### config.mk
export PLATFORM = sky130hd
export DESIGN_NAME = can_accept_filter
export DESIGN_NICKNAME = d
export VERILOG_FILES = /design/src/rtl/acf_pkg.sv /design/src/rtl/acf_masked_eq.sv /design/src/rtl/acf_single_filter.sv /design/src/rtl/acf_dual_filter.sv /design/src/rtl/can_accept_filter.sv
export SDC_FILE = /design/constraint.sdc
export NUM_CORES = 1
export LEC_CHECK = 0
export CAP_MARGIN = 10
export CORE_MARGIN = 3
export CORE_UTILIZATION = 60
export CTS_CLUSTER_SIZE = 8
export DETAILED_ROUTE_END_ITERATION = 10
export DONT_BUFFER_PORTS = 1
export PLACE_DENSITY = 0.76
export SLEW_MARGIN = 5
export SYNTH_ARGS = -nofsm -noshare
export SYNTH_HDL_FRONTEND = slang
export SYNTH_HIERARCHICAL = 1
export SYNTH_SLANG_ARGS = --single-unit
### constraint.sdc
create_clock -name clk -period 5.7 [get_ports clk]
set_input_delay 1.14 -clock clk [delete_from_list [all_inputs] [get_ports clk]]
set_output_delay 1.14 -clock clk [all_outputs]
set_load 0.05 [all_outputs]
### src/rtl/acf_pkg.sv
// acf_pkg: shared widths, the frame descriptor type and a byte helper
// for the CAN acceptance filter. Assumes byte k of a configuration word
// sits at bits 8k+7..8k.
package acf_pkg;
    localparam int BYTE_W     = 8;
    localparam int CFG_BYTES  = 4;
    localparam int CFG_W      = CFG_BYTES * BYTE_W;
    localparam int EXT_ID_W   = 29;
    localparam int STD_ID_W   = 11;
    localparam int DLC_W      = 4;
    localparam int DUAL_ID_W  = 2 * BYTE_W;
    localparam int DUAL_SLOTS = 2;
    localparam int NIB_W      = BYTE_W / 2;

    typedef struct packed {
        logic [EXT_ID_W-1:0] id;
        logic                ext;
        logic                rtr;
        logic [DLC_W-1:0]    dlc;
        logic [BYTE_W-1:0]   d0;
        logic [BYTE_W-1:0]   d1;
    } acf_frame_t;

    // Pick byte k out of a configuration word.
    function automatic logic [BYTE_W-1:0] cfg_byte(input logic [CFG_W-1:0] word, input int k);
        return word[k*BYTE_W +: BYTE_W];
    endfunction
endpackage

### src/rtl/acf_masked_eq.sv
// acf_masked_eq: masked equality of a received field against a code field.
// A mask bit of 1 excludes that bit. Purely combinational.
module acf_masked_eq #(
    parameter int W = 8
) (
    input  logic [W-1:0] rx_bits,
    input  logic [W-1:0] code_bits,
    input  logic [W-1:0] mask_bits,
    output logic         hit
);
    // Compare only the bits the mask keeps.
    always_comb begin
        hit = ((rx_bits ^ code_bits) & ~mask_bits) == '0;
    end
endmodule

### src/rtl/acf_single_filter.sv
// acf_single_filter: one wide filter built from all four code/mask bytes.
// Extended frames: 29-bit ID plus remote flag. Standard frames: 11-bit ID,
// remote flag, then data bytes gated by remote flag and DLC.
// Assumes the frame fields are stable while the result is used.
module acf_single_filter
    import acf_pkg::*;
(
    input  acf_frame_t       frm,
    input  logic [CFG_W-1:0] code,
    input  logic [CFG_W-1:0] mask,
    output logic             hit
);
    localparam int EXT_CMP_W = EXT_ID_W + 1;
    localparam int STD_CMP_W = STD_ID_W + 1;
    localparam int EXT_TAIL  = EXT_CMP_W - 3 * BYTE_W;
    localparam int STD_TAIL  = STD_CMP_W - BYTE_W;

    logic [BYTE_W-1:0] c0, c1, c2, c3, m0, m1, m2, m3;
    logic ext_hit, std_id_hit, d0_hit, d1_hit, std_hit;
    logic data_exempt, need_d1;

    assign c0 = cfg_byte(code, 0);
    assign c1 = cfg_byte(code, 1);
    assign c2 = cfg_byte(code, 2);
    assign c3 = cfg_byte(code, 3);
    assign m0 = cfg_byte(mask, 0);
    assign m1 = cfg_byte(mask, 1);
    assign m2 = cfg_byte(mask, 2);
    assign m3 = cfg_byte(mask, 3);

    acf_masked_eq #(.W(EXT_CMP_W)) u_ext (
        .rx_bits   ({frm.id, frm.rtr}),
        .code_bits ({c0, c1, c2, c3[BYTE_W-1 -: EXT_TAIL]}),
        .mask_bits ({m0, m1, m2, m3[BYTE_W-1 -: EXT_TAIL]}),
        .hit       (ext_hit)
    );

    acf_masked_eq #(.W(STD_CMP_W)) u_std (
        .rx_bits   ({frm.id[STD_ID_W-1:0], frm.rtr}),
        .code_bits ({c0, c1[BYTE_W-1 -: STD_TAIL]}),
        .mask_bits ({m0, m1[BYTE_W-1 -: STD_TAIL]}),
        .hit       (std_id_hit)
    );

    acf_masked_eq #(.W(BYTE_W)) u_d0 (
        .rx_bits   (frm.d0),
        .code_bits (c2),
        .mask_bits (m2),
        .hit       (d0_hit)
    );

    acf_masked_eq #(.W(BYTE_W)) u_d1 (
        .rx_bits   (frm.d1),
        .code_bits (c3),
        .mask_bits (m3),
        .hit       (d1_hit)
    );

    // Decide which data bytes a standard frame must match.
    always_comb begin
        data_exempt = frm.rtr || (frm.dlc == '0);
        need_d1     = frm.dlc >= DLC_W'(2);
        std_hit     = std_id_hit && (data_exempt || (d0_hit && (!need_d1 || d1_hit)));
    end

    // Pick the result for the frame format.
    always_comb begin
        hit = frm.ext ? ext_hit : std_hit;
    end
endmodule

### src/rtl/acf_dual_filter.sv
// acf_dual_filter: two narrow filters sharing the four code/mask bytes.
// Slot g uses bytes 2g and 2g+1. Extended frames compare ID28..13 only.
// Standard frames compare ID and remote flag. Slot 0 also checks data
// byte 0 against the low nibbles of bytes 1 and 3. A hit in either slot wins.
module acf_dual_filter
    import acf_pkg::*;
(
    input  acf_frame_t       frm,
    input  logic [CFG_W-1:0] code,
    input  logic [CFG_W-1:0] mask,
    output logic             hit
);
    localparam int STD_CMP_W = STD_ID_W + 1;
    localparam int STD_TAIL  = STD_CMP_W - BYTE_W;

    logic [DUAL_SLOTS-1:0] ext_hit, std_id_hit, data_hit, std_hit;
    logic unused_fields;

    // Fields no dual-mode comparison reads.
    assign unused_fields = ^{frm.id[EXT_ID_W-DUAL_ID_W-1:STD_ID_W], frm.dlc, frm.d1};

    for (genvar g = 0; g < DUAL_SLOTS; g++) begin : g_slot
        logic [BYTE_W-1:0] c_hi, c_lo, m_hi, m_lo;
        assign c_hi = cfg_byte(code, 2 * g);
        assign c_lo = cfg_byte(code, 2 * g + 1);
        assign m_hi = cfg_byte(mask, 2 * g);
        assign m_lo = cfg_byte(mask, 2 * g + 1);

        acf_masked_eq #(.W(DUAL_ID_W)) u_ext (
            .rx_bits   (frm.id[EXT_ID_W-1 -: DUAL_ID_W]),
            .code_bits ({c_hi, c_lo}),
            .mask_bits ({m_hi, m_lo}),
            .hit       (ext_hit[g])
        );

        acf_masked_eq #(.W(STD_CMP_W)) u_std (
            .rx_bits   ({frm.id[STD_ID_W-1:0], frm.rtr}),
            .code_bits ({c_hi, c_lo[BYTE_W-1 -: STD_TAIL]}),
            .mask_bits ({m_hi, m_lo[BYTE_W-1 -: STD_TAIL]}),
            .hit       (std_id_hit[g])
        );

        if (g == 0) begin : g_data
            logic [BYTE_W-1:0] c1, c3, m1, m3;
            assign c1 = cfg_byte(code, 1);
            assign c3 = cfg_byte(code, 3);
            assign m1 = cfg_byte(mask, 1);
            assign m3 = cfg_byte(mask, 3);
            acf_masked_eq #(.W(BYTE_W)) u_d0 (
                .rx_bits   (frm.d0),
                .code_bits ({c1[NIB_W-1:0], c3[NIB_W-1:0]}),
                .mask_bits ({m1[NIB_W-1:0], m3[NIB_W-1:0]}),
                .hit       (data_hit[g])
            );
        end else begin : g_nodata
            assign data_hit[g] = 1'b1;
        end

        assign std_hit[g] = std_id_hit[g] & data_hit[g];
    end

    // Either slot accepting is enough.
    always_comb begin
        hit = frm.ext ? (|ext_hit) : (|std_hit);
    end
endmodule

### src/rtl/can_accept_filter.sv
// can_accept_filter: top of the CAN acceptance filter. Picks the single,
// dual or bypass result and registers a one-cycle decision after each
// frm_valid strobe. Assumes the descriptor and configuration are valid on
// the strobe edge. Synchronous active-low reset.
module can_accept_filter
    import acf_pkg::*;
(
    input  logic                clk,
    input  logic                rst_n,
    input  logic                frm_valid,
    input  logic [EXT_ID_W-1:0] frm_id,
    input  logic                frm_ext,
    input  logic                frm_rtr,
    input  logic [DLC_W-1:0]    frm_dlc,
    input  logic [BYTE_W-1:0]   frm_data0,
    input  logic [BYTE_W-1:0]   frm_data1,
    input  logic [CFG_W-1:0]    cfg_code,
    input  logic [CFG_W-1:0]    cfg_mask,
    input  logic                cfg_dual,
    input  logic                cfg_bypass,
    output logic                dec_valid,
    output logic                dec_accept,
    output logic                dec_reject
);
    acf_frame_t frm;
    logic hit_single, hit_dual, hit_sel;

    // Gather the descriptor into one bundle.
    always_comb begin
        frm = '{id: frm_id, ext: frm_ext, rtr: frm_rtr, dlc: frm_dlc,
                d0: frm_data0, d1: frm_data1};
    end

    acf_single_filter u_single (
        .frm  (frm),
        .code (cfg_code),
        .mask (cfg_mask),
        .hit  (hit_single)
    );

    acf_dual_filter u_dual (
        .frm  (frm),
        .code (cfg_code),
        .mask (cfg_mask),
        .hit  (hit_dual)
    );

    // Select the result for the configured mode.
    always_comb begin
        if (cfg_bypass) hit_sel = 1'b1;
        else if (cfg_dual) hit_sel = hit_dual;
        else hit_sel = hit_single;
    end

    // Register the decision pulse.
    always_ff @(posedge clk) begin
        if (!rst_n) begin
            dec_valid  <= 1'b0;
            dec_accept <= 1'b0;
            dec_reject <= 1'b0;
        end else begin
            dec_valid  <= frm_valid;
            dec_accept <= frm_valid & hit_sel;
            dec_reject <= frm_valid & ~hit_sel;
        end
    end
endmodule

Yosys cells after proc, flatten, opt, wreduce, memory -nomap -nowiden --
Cells that the tools add are included.
Word-level totals: flip-flop bits (word level) 3, input bits 120, output and inout bits 3, word-level logic and storage cells 53
Cells by class: order comparisons 1, mux-type cells 4, bitwise logic cells 28, reductions and logical operators 17
Operators with widths (number):
- bitwise AND 16 bit | 2
- zero test 16 bit | 2
- NOT 16 bit | 2
- XOR 16 bit | 2
- bitwise AND 30 bit | 1
- zero test 30 bit | 1
- NOT 30 bit | 1
- XOR 30 bit | 1
- bitwise AND 12 bit | 2
- bitwise AND 8 bit | 3
- zero test 12 bit | 2
- zero test 8 bit | 3
- NOT 12 bit | 2
- NOT 8 bit | 3
- XOR 12 bit | 2
- XOR 8 bit | 3
- >= comparator 4 x 2 -> 1 bit (second input constant) | 1
- zero test 4 bit | 1
- two-way mux 1 bit | 4
- OR reduction 2 bit | 2
- bitwise AND 1 bit | 3
- logical OR 1 bit | 3
- logical AND 1 bit | 2
- zero test 1 bit | 1
- NOT 1 bit | 1

Logic depth before layout (Yosys ltp) --
depth in word-level cells 12, depth in mapped cells 8

Modules after synthesis --
Netlist, hierarchy kept.
By module, submodules not included:
- acf_masked_eq (u_dual.g_slot[0].u_std ...) | times used 3, cells each 20, area an instance 160.2 um^2, seq. area each 0.0 um^2
- acf_masked_eq (u_dual.g_slot[0].u_ext ...) | times used 2, cells each 27, area an instance 209.0 um^2, seq. area each 0.0 um^2
- acf_masked_eq (u_single.u_ext) | times used 1, cells each 50, area an instance 389.1 um^2, seq. area each 0.0 um^2
- acf_masked_eq (u_dual.g_slot[0].g_data.u_d0 ...) | times used 3, cells each 13, area an instance 107.6 um^2, seq. area each 0.0 um^2
- can_accept_filter | times used 1, cells each 9, area an instance 96.3 um^2, seq. area each 60.1 um^2
- acf_single_filter | times used 1, cells each 5, area an instance 42.5 um^2, seq. area each 0.0 um^2
- acf_dual_filter | times used 1, cells each 3, area an instance 21.3 um^2, seq. area each 0.0 um^2

Worst setup path after synthesis --
No wires, ideal clock.
path kind input port to flip-flop, start in cfg_code[12], end reg dec_accept, setup time 59 ps, arrival time 2518 ps, setup slack 3123 ps, stages on the path 8, buffers on the path 0, path through xnor2_1 o22ai_1 or4_1 nor3_2 nor2b_1 a22o_1 nor2b_1 o311a_1
RTL lines:
- start, declared | line can_accept_filter.sv:17 | input logic [CFG_W-1:0] cfg_code,
- XOR 12 bit | line acf_masked_eq.sv:13 | hit = ((rx_bits ^ code_bits) & ~mask_bits) == '0;
- bitwise AND 12 bit | line acf_masked_eq.sv:13
- zero test 12 bit | line acf_masked_eq.sv:13
- named net u_single.std_id_hit | line acf_single_filter.sv:19 | logic ext_hit, std_id_hit, d0_hit, d1_hit, std_hit;
- logical AND 1 bit | line acf_single_filter.sv:63 | std_hit = std_id_hit && (data_exempt || (d0_hit && (!need_d1 || d1_hit)));
- two-way mux 1 bit | line acf_single_filter.sv:68 | hit = frm.ext ? ext_hit : std_hit;
- named net hit_single | line can_accept_filter.sv:26 | logic hit_single, hit_dual, hit_sel;
- two-way mux 1 bit | line can_accept_filter.sv:51 | else if (cfg_dual) hit_sel = hit_dual;
- two-way mux 1 bit | line can_accept_filter.sv:50 | if (cfg_bypass) hit_sel = 1'b1;
- bitwise AND 1 bit | line can_accept_filter.sv:63 | dec_accept <= frm_valid & hit_sel;
- end signal, assigned | line can_accept_filter.sv:63
- end, declared | line can_accept_filter.sv:22 | output logic dec_accept,
The timed path passes the listed nets, and every way through them passes these cells. A chain may end at the register's enable or synchronous reset.

Worst setup path in the final report --
Same ends and word-level chain as after synthesis.

==> run_results.csv <==
group,metric,value,unit
drt,drt_iter0_drc,222,
drt,avgViaCountPerCell,7.34,
global_routing,grt_max_degree,6,
global_routing,grt_pass1_wl,9.06,mm
power,power_frac_comb,70.0,%
drt,drc,0,
logic_synthesis,ys_ff_latch,3,
final_layout,final_nets,345,
logic_synthesis,yosysMostFrequentCell,"xnor2_1",
die,die_x,60.3,um
logic_synthesis,syn_area,1770,sq um
logic_synthesis,synth_edf_count,0,
sta,rsz0062_at_grt,"false",
final_layout,area_growth,3.67,%
die,core,2780,sq um
clock_tree,ctsHoldBuffers,0,
hold_path,hp-start,"cfg_bypass",
clock_tree,root_buffer,"clkbuf_4",
sta,slew_viol_final,0,
die,die_y,60.3,um
clock_tree,numCtsBuffers,3,
clock_tree,cts_sinks,3,
worst_setup_path,cp_data_arrival_time,2.74,ns
power,internal-power,0.000138,W
logic_synthesis,synth_top_flop_cell,"dfxtp_1",
die,start_util,63.7,%
sta,relSlewSlack,68.4,%
final_layout,drive_gt1_share,4.91,%
logic_synthesis,synth_area_leaders,"xnor2_1, o22ai_1, dfxtp_1",
worst_setup_path,worstPathRequired,5.87,ns
worst_setup_path,cp_max_fo,4,
power,p_leak,0.440,nW
clock_tree,htreeDepth,1,
place,postPlaceCellArea,1810,sq um
logic_synthesis,synthTopCellsByCount,"xnor2_1, o22ai_1, or4_1",
place,dp.cells,251,
logic_synthesis,synth_fp_nets,340,
sta,tightest_slew,0.473,ns
worst_setup_path,critPathTopFamily,"simple AND/OR/NAND/NOR gates",
worst_setup_path,end_kind,"flip-flop",
worst_setup_path,path_class,"in -> reg",
logic_synthesis,netlist.area_leader.share,60.4,%
final_layout,finalNonFillerCells,255,
drt,drtPass1Iterations,5,
power,clockPowerShare,17.6,%
worst_setup_path,max_stage_delay,0.54,ns
worst_setup_path,crit_chain,"xnor2_1, o22ai_1, or4_1, nor3_2, nor2b_1, a22o_1, nor2b_1, o311a_1",
logic_synthesis,yosys.area.top_type,"xnor2_1",
sta,finalCritPeriodShare,45.1,%
final_layout,multiInputGateArea,1710,sq um
clock_tree,cts_tree,"built",
power,powerDensity,114,nW/um^2
final_layout,seqCellArea,60.1,sq um
sta,totalNegativeSetupSlack,0,ns
logic_synthesis,postSynthCellCount,220,
die,row_count,19,
logic_synthesis,yosysWarnings,6,
sta,final_hold_viol_count,0,
die,dieArea,3640,sq um
clock_tree,cts.clk_slew.worst_paths,0.04,ns
logic_synthesis,async_flop_share,0,%
power,swShare,34.3,%
drt,ant_nets,0,
power,switchingPower,0.0000720,W
worst_setup_path,worst-path-buf-inv,0,
worst_setup_path,worst_path_max_delay_cell,"or4_1",
final_layout,antenna_cells,0,
run_status,status,"finished clean",
drt,wl,6.28,mm
worst_setup_path,worstSetupStartpointType,"input port",
drt,vias,1872,
global_routing,track_usage,33.6,%
clock_tree,clock_path_buffers,2,
sta,maxClockFrequency,0.389,GHz
power,irDropWorstVdd,0.000168,V
sta,setup_viol,0,
final_layout,finalInstanceArea,1840,sq um
clock_tree,cts_resized,0,
run,drv_cap,0,
place,dpl.hpwl,5.46,mm
hold_path,hold_depth,1,
power,seq_power_share,12.4,%
global_routing,antenna_found_initial,0,
global_routing,grt_overflow,0,
final_layout,final.fill_count,244,
drt,detail_route.wl_per_cell,24.6,um
hold_path,hold_path.class,"in -> reg",
sta,fin_crit,2.57,ns
logic_synthesis,ys_types,19,
die,ios,123,
clock_tree,post_cts_buffers,0,
place,gp_congestion,0.910,
hold_path,worst_hold_path.endpoint,"dec_reject$_SDFF_PN0_",
global_routing,grt_pass1_vias,1970,
logic_synthesis,syn_avg_cell_area,8.05,sq um
place,io_buffers,0,
logic_synthesis,ys_seq_area_share,3.39,%
worst_setup_path,cpMostUsedCell,"nor2b_1",
layout make-up:
type                            instances  share of cell area [%]
Clock buffer                            4                    1.43
Inverter                                1                   0.204
Multi-Input combinational cell        216                    93.0
Sequential cell                         3                    3.27
Tap cell                               31                    2.11
cells in the final DEF (no fill, tap or decap), types with 2 or more instances in the layout:
cell type and instances:
nor4_1 4, nor3_2 3, xnor2_1 122, nor2_1 3, nor4_2 3, o22ai_1 61
or4_1 7, a21oi_1 2, dfxtp_1 3, nor2b_1 3, clkbuf_4 3
registers in the layout (all words and copies together) (netlist names):
| signal | flops |
|---|---|
| dec_reject | 1 |
| dec_valid | 1 |
| dec_accept | 1 |
metal layers:
metal / global-route usage, % / routed length, um / vias up
met4: 10.1 / 165 / 0
met3: 9.50 / 955 / 16
met1: 42.2 / 2310 / 840
met5: 0 / 0 / -
li1: - / - / 837
met2: 55.2 / 2850 / 179
cell families (layout without fill, tap and decap cells):
group	Yosys count	in the layout	synth area share [%]
XOR/XNOR	122	122	60.4
AO/OA/AOI/OAI	67	67	24.8
buffers and inverters	1	5	0.212
AND/OR/NAND/NOR	27	27	11.2
flip-flops	3	3	3.39
stage by stage:
step                util (%)  hold WS, ns  setup slack, ns  power, W
floorplan                  -         1.22             3.12  0.000147
global placement        65.0         1.22             2.93  0.000168
detailed placement      65.0         1.23             2.95  0.000168
CTS                     66.0        0.988             3.19  0.000207
global route            66.0        0.990             3.01  0.000223
finish                  66.0        0.992             3.13  0.000210
power groups by stage:
stage,registers [W],clock network [W],logic (W)
2_1_floorplan,0.0000263,0,0.000120
3_3_place_gp,0.0000264,0,0.000141
3_5_place_dp,0.0000264,0,0.000142
4_1_cts,0.0000261,0.0000380,0.000143
5_1_grt,0.0000261,0.0000409,0.000156
6_report,0.0000260,0.0000369,0.000147
worst max path at each step:
stage                     cells after the start  slack [ns]    startpoint                     to
after floorplan                               8        3.12  cfg_code[12]  dec_accept$_SDFF_PN0_
after global placement                        8        2.93  frm_data0[1]  dec_accept$_SDFF_PN0_
after global routing                          8        3.01   cfg_code[6]  dec_accept$_SDFF_PN0_
after detailed placement                      8        2.95  cfg_code[12]  dec_accept$_SDFF_PN0_
final                                         8        3.13  cfg_code[12]  dec_accept$_SDFF_PN0_
after CTS                                     8        3.19  cfg_code[12]  dec_accept$_SDFF_PN0_
No activity file was read; power rests on OpenSTA's default activity.
